[src/rtl/led_pkg.sv]
// Shared types for the port status lamp driver.
// Assumes: lamp vectors are carried as logic level "lit" (1 = lamp on)
// inside the block and inverted only at the output register.
package led_pkg;

    // One bit per lamp; 1 means the lamp should be on.
    typedef struct packed {
        logic link100;
        logic link10;
        logic act;
        logic dupcol;
    } lamp_vec_t;

    localparam lamp_vec_t LAMPS_OFF = '{link100: 1'b0, link10: 1'b0, act: 1'b0, dupcol: 1'b0};

endpackage

[src/rtl/led_tick_div.sv]
// Clock prescaler producing one-cycle ticks every DIV clocks while run_i is high.
// Assumes: run_i low holds the count at zero, so the first tick after run_i
// rises appears exactly DIV cycles later.
module led_tick_div #(
    parameter int DIV = 25000
) (
    input  logic clk,
    input  logic rst_n,
    input  logic run_i,
    output logic tick_o
);
    localparam int CW = (DIV > 1) ? $clog2(DIV) : 1;

    generate
        if (DIV == 1) begin : g_direct
            // Every running cycle is a tick.
            assign tick_o = run_i;
        end else begin : g_count
            localparam logic [CW-1:0] LAST = CW'(DIV - 1);
            logic [CW-1:0] cnt_q;

            // Count clocks while running; wrap on the last count.
            always_ff @(posedge clk) begin
                if (!rst_n || !run_i) begin
                    cnt_q <= '0;
                end else if (cnt_q == LAST) begin
                    cnt_q <= '0;
                end else begin
                    cnt_q <= cnt_q + 1'b1;
                end
            end

            assign tick_o = run_i && (cnt_q == LAST);

            p_cnt_range_r4: assert property (@(posedge clk) disable iff (!rst_n)
                cnt_q <= LAST);
        end
    endgenerate
endmodule

[src/rtl/led_blink_chan.sv]
// One blinking indication. An event starts a blink in its lit half. Blinking
// goes on in whole periods (lit half, then dark half) while events keep arriving.
// A period with no event ends the blink at its close.
// Assumes: clr_i cancels everything at once; the half-period is HALF ticks of
// DIV clocks each.
module led_blink_chan #(
    parameter int DIV  = 25000,
    parameter int HALF = 50
) (
    input  logic clk,
    input  logic rst_n,
    input  logic clr_i,
    input  logic evt_i,
    output logic lamp_o
);
    localparam int HW        = (HALF > 1) ? $clog2(HALF) : 1;
    localparam logic [HW-1:0] HALF_LAST = HW'(HALF - 1);
    localparam int HALF_CYC  = DIV * HALF;

    logic          running_q;
    logic          lit_q;
    logic          seen_q;
    logic [HW-1:0] half_q;
    logic          tick;

    led_tick_div #(.DIV(DIV)) u_div (
        .clk    (clk),
        .rst_n  (rst_n),
        .run_i  (running_q && !clr_i),
        .tick_o (tick)
    );

    // Blink sequencer: start, half-period toggling, retrigger or stop.
    always_ff @(posedge clk) begin
        if (!rst_n || clr_i) begin
            running_q <= 1'b0;
            lit_q     <= 1'b0;
            seen_q    <= 1'b0;
            half_q    <= '0;
        end else if (!running_q) begin
            if (evt_i) begin
                running_q <= 1'b1;
                lit_q     <= 1'b1;
                seen_q    <= 1'b0;
                half_q    <= '0;
            end
        end else begin
            seen_q <= seen_q | evt_i;
            if (tick) begin
                if (half_q == HALF_LAST) begin
                    half_q <= '0;
                    if (lit_q) begin
                        lit_q <= 1'b0;
                    end else if (seen_q || evt_i) begin
                        lit_q  <= 1'b1;
                        seen_q <= 1'b0;
                    end else begin
                        running_q <= 1'b0;
                    end
                end else begin
                    half_q <= half_q + 1'b1;
                end
            end
        end
    end

    assign lamp_o = running_q && lit_q;

    // Length of the current lit stretch, for the half-period bound check.
    int lit_len_q;
    always_ff @(posedge clk) begin
        if (!rst_n || !lamp_o) lit_len_q <= 0;
        else                   lit_len_q <= lit_len_q + 1;
    end

    p_clear_dark_r8: assert property (@(posedge clk) disable iff (!rst_n)
        clr_i |=> !lamp_o);
    p_start_lit_r4: assert property (@(posedge clk) disable iff (!rst_n)
        (!running_q && evt_i && !clr_i) |=> lamp_o);
    p_lit_bound_r4: assert property (@(posedge clk) disable iff (!rst_n)
        lit_len_q <= HALF_CYC);
    p_half_range_r5: assert property (@(posedge clk) disable iff (!rst_n)
        half_q <= HALF_LAST);
endmodule

[src/rtl/port_led_driver.sv]
// Status lamp driver for one Ethernet port: link speed lamps, a blinking
// activity lamp and a shared duplex/collision lamp, all active low and registered.
// Assumes: status inputs are synchronous to clk; half-periods are given in
// prescaler ticks of PRESCALE_DIV clocks.
module port_led_driver
    import led_pkg::*;
#(
    parameter int PRESCALE_DIV   = 25000,
    parameter int ACT_HALF_TICKS = 50,
    parameter int COL_HALF_TICKS = 25
) (
    input  logic clk,
    input  logic rst_n,
    input  logic link_up_i,
    input  logic speed_100_i,
    input  logic full_duplex_i,
    input  logic rx_active_i,
    input  logic tx_active_i,
    input  logic collision_i,
    input  logic mode_i,
    output logic led_link100_n_o,
    output logic led_link10_n_o,
    output logic led_act_n_o,
    output logic led_dup_col_n_o
);
    logic      act_lamp;
    logic      col_lamp;
    lamp_vec_t want;
    lamp_vec_t lit_q;

    // Activity blinker: events gated by link, cancelled when link is lost.
    led_blink_chan #(.DIV(PRESCALE_DIV), .HALF(ACT_HALF_TICKS)) u_act (
        .clk    (clk),
        .rst_n  (rst_n),
        .clr_i  (!link_up_i),
        .evt_i  (link_up_i && (rx_active_i || tx_active_i)),
        .lamp_o (act_lamp)
    );

    // Collision blinker: half duplex only; full duplex or link loss cancels it.
    led_blink_chan #(.DIV(PRESCALE_DIV), .HALF(COL_HALF_TICKS)) u_col (
        .clk    (clk),
        .rst_n  (rst_n),
        .clr_i  (!link_up_i || full_duplex_i),
        .evt_i  (link_up_i && !full_duplex_i && collision_i),
        .lamp_o (col_lamp)
    );

    // Lamp selection before blanking and output registering.
    always_comb begin
        want.link100 = link_up_i && speed_100_i;
        want.link10  = link_up_i && !speed_100_i;
        want.act     = link_up_i && act_lamp;
        want.dupcol  = link_up_i && (full_duplex_i || col_lamp);
    end

    // Output register: dark in reset or when blanked.
    always_ff @(posedge clk) begin
        if (!rst_n || mode_i) lit_q <= LAMPS_OFF;
        else                  lit_q <= want;
    end

    assign led_link100_n_o = !lit_q.link100;
    assign led_link10_n_o  = !lit_q.link10;
    assign led_act_n_o     = !lit_q.act;
    assign led_dup_col_n_o = !lit_q.dupcol;

    p_reset_dark_r1: assert property (@(posedge clk)
        !rst_n |=> (led_link100_n_o && led_link10_n_o && led_act_n_o && led_dup_col_n_o));
    p_link_excl_r3: assert property (@(posedge clk) disable iff (!rst_n)
        $onehot0({!led_link100_n_o, !led_link10_n_o}));
    p_fdx_steady_r7: assert property (@(posedge clk) disable iff (!rst_n)
        (link_up_i && full_duplex_i && !mode_i) |=> !led_dup_col_n_o);
    p_link_down_dark_r8: assert property (@(posedge clk) disable iff (!rst_n)
        !link_up_i |=> (led_link100_n_o && led_link10_n_o && led_act_n_o && led_dup_col_n_o));
    p_blank_r9: assert property (@(posedge clk) disable iff (!rst_n)
        mode_i |=> (led_link100_n_o && led_link10_n_o && led_act_n_o && led_dup_col_n_o));
endmodule

[config.mk]
export PLATFORM = sky130hd
export DESIGN_NAME = port_led_driver
export DESIGN_NICKNAME = d
export VERILOG_FILES = /design/src/rtl/led_pkg.sv /design/src/rtl/led_tick_div.sv /design/src/rtl/led_blink_chan.sv /design/src/rtl/port_led_driver.sv
export SDC_FILE = /design/constraint.sdc
export NUM_CORES = 1
export LEC_CHECK = 0
export ABC_AREA = 1
export CAP_MARGIN = 20
export CORE_MARGIN = 2
export CORE_UTILIZATION = 33
export DETAILED_ROUTE_END_ITERATION = 8
export PLACE_DENSITY = 0.53
export SYNTH_ARGS = -nofsm -noshare
export SYNTH_HDL_FRONTEND = slang
export SYNTH_HIERARCHICAL = 1
export SYNTH_SLANG_ARGS = --single-unit
export TNS_END_PERCENT = 50
[constraint.sdc]
create_clock -name clk -period 2.5 [get_ports clk]
set_clock_uncertainty 0.05 [all_clocks]
set_input_delay 0.375 -clock clk [delete_from_list [all_inputs] [get_ports clk]]
set_output_delay 0.375 -clock clk [all_outputs]
set_load 0.005 [all_outputs]
==> impl_metrics.env, run 1 <==
export IMPL_grt_usage_pct=12.6
export IMPL_cp_slowest_cell="dfxtp_1"
export IMPL_total_power_mw=1.49
export IMPL_layout_commonest_cell="nand2_1"
export IMPL_die_w_um=96.4
export IMPL_vias=2361
export IMPL_cp_end_kind="flop"
export IMPL_cts_tree="built"
export IMPL_die_y_um=96.4
export IMPL_hold_violations=0
export IMPL_min_path_type="reg2reg"
export IMPL_start_util_pct=34.1
export IMPL_utilization_pct=38.0
export IMPL_ys_seq_area_share_pct=36.2
export IMPL_seq_area_um2=1020
export IMPL_multiInputGateArea_um2=1480
export IMPL_grt_overflow_total=0
export IMPL_startpoint_type="flop"
export IMPL_nFillCells=910
export IMPL_final_cell_mix="nand2_1, nor2_1, inv_1, dfxtp_1, nand3_1"
export IMPL_vdd_drop_max_mv=0.227
export IMPL_min_period_ps=2040
export IMPL_rsz0062_at_grt="false"
export IMPL_path_max_fanout=11
export IMPL_tightest_slew_ps=370
export IMPL_num_antenna_cells=0
export IMPL_fin_tns_setup_ps=0
export IMPL_antenna_left=0
export IMPL_wl_per_cell_um=9.70
export IMPL_port_buffers=12
export IMPL_path_cells="ha_1 > nand2_1 > inv_1 > nand2_1 > nor2_2 > nand2_2 > nor2_1 > nand2_2 > nand2_2 > nand2_1 > nor2_1 > nand3_1 > a21oi_2"
export IMPL_route_detailed_drc=0
export IMPL_grt_pass1_wl_mm=9.27
export IMPL_htreeDepth=2
export IMPL_fin_nets=447
export IMPL_area_growth_pct=11.2
export IMPL_first_pass_iters=4
export IMPL_yosysWarnings=6
export IMPL_synth_area_um2=2820
export IMPL_critPathMaxStageDelay_ps=390
export IMPL_timing_rr_start="u_act/u_div/g_count.cnt_q[0]"
export IMPL_fmax_mhz=491
export IMPL_gp_congestion=0.814
export IMPL_setup_worst_path_start="u_act/u_div/g_count.cnt_q[0]"
export IMPL_avgSynthCellArea_um2=6.74
export IMPL_arrival_ps=2240
export IMPL_cts_made_buffers=5
export IMPL_cts_root_buf="clkbuf_8"
export IMPL_finalSetupViolations=0
export IMPL_cap_violations=0
export IMPL_fp_row_count=33
export IMPL_hold_ws_ps=419
export IMPL_critPathKind="reg2reg"
export IMPL_final_max_slew_violation_count=0
export IMPL_cp_data_required_time_ps=2700
export IMPL_grt_max_degree=16
export IMPL_drt_iter0_markers=40
export IMPL_clk_pin_slew_ps=100
export IMPL_synth_seq_cells=51
export IMPL_cts_setup_buffers=0
export IMPL_min_period_over_period_pct=81.5
export IMPL_antenna_found_initial=0
export IMPL_cts_hold_buf=0
export IMPL_power_leakage_nw=1.19
export IMPL_die_area_um2=9300
export IMPL_clock_sinks=51
export IMPL_synth_nets=433
export IMPL_status="complete, no violations"
export IMPL_cts_resized=0
export IMPL_cts_path_max_buffers=2
export IMPL_core_area_um2=8260
export IMPL_hp_start="u_col/u_div/g_count.cnt_q[0]"
export IMPL_hpwl_mm=4.01
export IMPL_relSlewSlack_pct=75.3
export IMPL_finalWirelength_mm=5.22
export IMPL_powerDensity_nw_per_um2=475
export IMPL_clk_latency_ps=300
export IMPL_boundaryPins=13
export IMPL_syn_instance_count=418
export IMPL_synth_distinct_cells=26
export IMPL_grt_pass1_vias=2203
export IMPL_drive_above_1_share_pct=12.5
export IMPL_avgViaCountPerCell=4.39
==> flip-flops by register name, indices dropped and copies added, names as in the netlist <==
register,flops
u_col/half_q,5
u_act/seen_q,1
u_col/running_q,1
u_col/seen_q,1
u_col/u_div/g_count.cnt_q,15
u_act/lit_q,1
u_act/running_q,1
u_act/half_q,6
u_col/lit_q,1
lit_q,4
u_act/u_div/g_count.cnt_q,15
==> critical path, delay by kind of cell, from the launching register on <==
family | cells | cell delay, ps
buffers and inverters | 1 | 60
adders and majority gates | 1 | 240
and+or+nand+nor | 10 | 1130
AOI/OAI and AO/OA | 1 | 120
DFF | 1 | 390
==> synthesized netlist by cell type <==
master / number / area [µm²]
nor2_1: 83 / 312
o21a_1: 2 / 15.0
nor2_4: 1 / 11.3
xor2_1: 9 / 78.8
nand4_1: 15 / 93.8
xnor2_1: 5 / 43.8
nand4_2: 1 / 12.5
inv_1: 64 / 240
inv_2: 6 / 22.5
or2_2: 3 / 18.8
o21bai_1: 3 / 22.5
nand2_2: 15 / 93.8
nand3b_1: 1 / 7.51
nand3_2: 4 / 40.0
buf_6: 4 / 45.0
dfxtp_1: 51 / 1020
buf_4: 1 / 7.51
a21oi_1: 10 / 50.1
ha_1: 6 / 75.1
or2_0: 1 / 6.26
o21ai_0: 6 / 30.0
nand2_1: 89 / 334
nand3_1: 22 / 110
nand2_4: 4 / 45.0
a21oi_2: 3 / 26.3
nor2_2: 9 / 56.3
==> stage by stage <==
stage | instance area (µm²) | instances | worst slack, ps
after detailed placement | 3020 | 530 | 320
after global placement | 3020 | 530 | 361
after floorplan | 2820 | 418 | 807
after global routing | 3140 | 538 | 213
final | 3140 | 538 | 462
after CTS | 3140 | 538 | 443
==> per-layer routing <==
metal,vias up,share of wire (%),global-route usage [%]
met5,-,0,0
met2,18,46,21.7
met1,1026,50,15.5
li1,1308,-,-
met4,0,1.4,4.58
met3,9,2.2,2.56
==> cells by family after synthesis <==
kind of cell               after synthesis  synth area share (%)
xor gates and xnor gates                14                  4.35
DFF                                     51                  36.2
and+or+nand+nor                        248                  40.5
adders and majority gates                6                  2.66
AOI/OAI and AO/OA                       24                  5.10
buffers and inverters                   75                  11.2
==> cell type report <==
cell class	instances	share of cell area, %
multi-input cells	292	47.3
flip-flops and latches	51	32.6
inverters	70	8.38
well taps	105	4.19
repair buffers	12	3.83
clock buffers	6	2.63
clock inverters	2	1.12
==> where the power goes <==
part	internal, mW	switching [mW]
clock	0.324	0.277
sequential	0.817	0.00455
combinational	0.0280	0.0373
total	1.17	0.319
==> worst paths after layout <==
check	cells after the start	end	slack, ps
max	13	u_act/half_q[5]	460
min	1	u_col/u_div/g_count.cnt_q[0]	420
max reg2reg	13	u_act/half_q[5]	460
min reg2reg	1	u_col/u_div/g_count.cnt_q[0]	420
Note: power is estimated with default switching activity, not from simulation.
==> run 2, diff against run 1 <==
--- a/config.mk
+++ b/config.mk
@@ -10,7 +10,7 @@
 export CORE_MARGIN = 2
 export CORE_UTILIZATION = 33
 export DETAILED_ROUTE_END_ITERATION = 8
-export PLACE_DENSITY = 0.53
+export PLACE_DENSITY = 0.55
 export SYNTH_ARGS = -nofsm -noshare
 export SYNTH_HDL_FRONTEND = slang
 export SYNTH_HIERARCHICAL = 1
==> constraint.sdc (replaced) <==
create_clock -name clk -period 1.6 [get_ports clk]
set_clock_uncertainty 0.05 [all_clocks]
set_input_delay 0.24 -clock clk [delete_from_list [all_inputs] [get_ports clk]]
set_output_delay 0.24 -clock clk [all_outputs]
set_load 0.005 [all_outputs]
==> run 2 against run 1 <==
  * Die area stayed put
  * Global-route usage increased by 0.31 points
  * Wire length rose by 6.4%
  * First-iteration DRC count rose by 60%
  * Total power is 66% higher
  * Sequential share of layout area is 3.7 points lower
  * Worst hold slack improved by 5.5 ps
  * Cell count is 7.2% higher
  * Worst setup slack got worse by 450 ps
  * Sequential cell count unchanged
  * Non-clock buffer count rose by 39
  * Critical path depth did not move
  * Largest cell class unchanged
  * Highest routed layer unchanged
==> impl_metrics.env, run 2 (synthesis gave the netlist of run 1 again) <==
export IMPL_status="complete, no violations"
export IMPL_rr_endpoint="u_act/half_q[2]"
export IMPL_grt_overflow_total=0
export IMPL_clk_pin_slew_ps=90
export IMPL_htreeDepth=2
export IMPL_cap_violations=0
export IMPL_dpl_cell_count=566
export IMPL_cts_path_max_buffers=2
export IMPL_multiInputGateArea_um2=1580
export IMPL_finalSetupViolations=0
export IMPL_nFillCells=889
export IMPL_grt_pass1_wl_mm=9.61
export IMPL_final_max_slew_violation_count=0
export IMPL_startpoint_type="flop"
export IMPL_power_leakage_nw=1.42
export IMPL_wl_per_cell_um=9.62
export IMPL_cp_data_required_time_ps=1780
export IMPL_start_util_pct=34.1
export IMPL_fin_tns_setup_ps=0
export IMPL_avgViaCountPerCell=4.33
export IMPL_fmax_mhz=631
export IMPL_drt_iter0_markers=64
export IMPL_timing_rr_start="u_act/u_div/g_count.cnt_q[0]"
export IMPL_utilization_pct=43.1
export IMPL_min_path_type="reg2reg"
export IMPL_core_area_um2=8260
export IMPL_cts_root_buf="clkbuf_8"
export IMPL_min_period_ps=1580
export IMPL_fin_nets=486
export IMPL_grt_pass1_vias=2313
export IMPL_die_w_um=96.4
export IMPL_pre_cts_ws_ps=-249
export IMPL_cts_made_buffers=5
export IMPL_antenna_found_initial=0
export IMPL_min_period_over_period_pct=99.0
export IMPL_route_detailed_drc=0
export IMPL_powerDensity_nw_per_um2=697
export IMPL_tightest_slew_ps=377
export IMPL_reg_top3="u_act/u_div/g_count.cnt_q x15, u_col/u_div/g_count.cnt_q x15, u_act/half_q x6"
export IMPL_hpwl_mm=4.22
export IMPL_arrival_ps=1770
export IMPL_critPathMaxStageDelay_ps=360
export IMPL_die_y_um=96.4
export IMPL_grt_usage_pct=12.9
export IMPL_finalNonFillerCells=577
export IMPL_clk_latency_ps=300
export IMPL_clock_sinks=51
export IMPL_vdd_drop_max_mv=0.364
export IMPL_layout_commonest_cell="nand2_1"
export IMPL_gp_congestion=0.849
export IMPL_path_cells="ha_4 > nand2_4 > inv_2 > nand2_2 > nor2_2 > nand2_2 > nor2_4 > nand2_2 > nand2_4 > buf_6 > nand2_4 > xor2_1 > nor2_1"
export IMPL_final_cell_mix="nand2_1, nor2_1, inv_1, dfxtp_1, buf_4"
export IMPL_critPathKind="reg2reg"
export IMPL_rrSetupSlack_ps=20
export IMPL_cp_end_kind="flop"
export IMPL_dpl_cell_area_um2=3310
export IMPL_path_max_fanout=4
export IMPL_reg2reg_depth=13
export IMPL_die_area_um2=9300
export IMPL_port_buffers=12
export IMPL_hp_start="u_act/half_q[5]"
export IMPL_finalWirelength_mm=5.55
export IMPL_relSlewSlack_pct=74.8
export IMPL_final_area_um2=3560
export IMPL_cts_tree="built"
export IMPL_area_growth_pct=26.2
export IMPL_cp_slowest_cell="dfxtp_2"
export IMPL_grt_max_degree=16
export IMPL_vias=2496
export IMPL_holdPathStages=2
export IMPL_first_pass_iters=4
export IMPL_drive_above_1_share_pct=24.4
export IMPL_hold_path_end="u_act/half_q[5]"
export IMPL_antenna_left=0
export IMPL_num_antenna_cells=0
export IMPL_fp_row_count=33
export IMPL_finalWorstSetupSlack_ps=15.4
export IMPL_rsz0062_at_grt="true"
export IMPL_boundaryPins=13
export IMPL_hold_violations=0
export IMPL_seq_area_um2=1030
==> run 2: worst max-delay path: cells and delay by family (launching register included) <==
family | cells | cell delay (ps)
flops | 1 | 360
fa+ha+maj | 1 | 150
buf+inv | 2 | 160
xor+xnor | 1 | 140
simple gates | 9 | 670
==> run 2: area by class of cell <==
| type | instances | area share, % |
|---|---|---|
| inverters | 70 | 7.39 |
| clock inverters | 2 | 1.69 |
| multi-input cells | 292 | 44.5 |
| clock buffers | 6 | 2.04 |
| well taps | 105 | 3.69 |
| repair buffers | 51 | 11.8 |
| flip-flops and latches | 51 | 28.8 |
==> run 2: worst max path at each step <==
stage | from | endpoint | slack [ps] | depth (start not counted)
floorplan | u_act/u_div/g_count.cnt_q[1] | u_act/half_q[2] | 10 | 13
global placement | link_up_i | u_act/half_q[2] | -200 | 11
detailed placement | link_up_i | u_act/half_q[2] | -250 | 11
CTS | u_act/u_div/g_count.cnt_q[0] | u_act/half_q[2] | -10 | 13
global route | u_act/u_div/g_count.cnt_q[0] | u_act/half_q[4] | -130 | 14
finish | u_act/u_div/g_count.cnt_q[0] | u_act/half_q[2] | 20 | 13
==> run 2: per-stage QoR <==
step / power, mW / hold slack [ps]
final: 2.48 / 424
after global routing: 2.59 / 434
after CTS: 2.52 / 420
after detailed placement: 1.44 / 419
after global placement: 1.44 / 414
after floorplan: 1.38 / 262
==> run 2: layer usage <==
metal	share of wire, %	global-route usage, %	up-vias
li1	-	-	1382
met1	48	15.9	1100
met2	49	22.7	12
met3	2.1	2.56	2
met4	0.72	3.87	0
met5	0	0	-
==> run 2: timing repair <==
| action | 4_1_cts | 5_1_grt |
|---|---|---|
| resized for setup | 5 | 25 |
| setup buffers | 2 | 1 |
| setup endpoints to repair | 10 | 29 |
| hold buffers | 0 | 0 |
| pin swaps | 7 | 6 |
==> run 2: power by group <==
| group | internal [mW] | total (mW) | leakage [nW] | switching [mW] |
|---|---|---|---|---|
| sequential | 1.28 | 1.28 | 0.413 | 0.00558 |
| clock | 0.626 | 1.06 | 0.0654 | 0.431 |
| combinational | 0.0693 | 0.139 | 0.942 | 0.0700 |
| total | 1.97 | 2.48 | 1.42 | 0.507 |
==> run 3, diff against run 2 <==
--- a/config.mk
+++ b/config.mk
@@ -6,6 +6,7 @@
 export NUM_CORES = 1
 export LEC_CHECK = 0
 export ABC_AREA = 1
+export ABC_CLOCK_PERIOD_IN_PS = 1600
 export CAP_MARGIN = 20
 export CORE_MARGIN = 2
 export CORE_UTILIZATION = 33
==> results of run 3 <==
Final layout, timing and power as in run 2 (identical DEF).
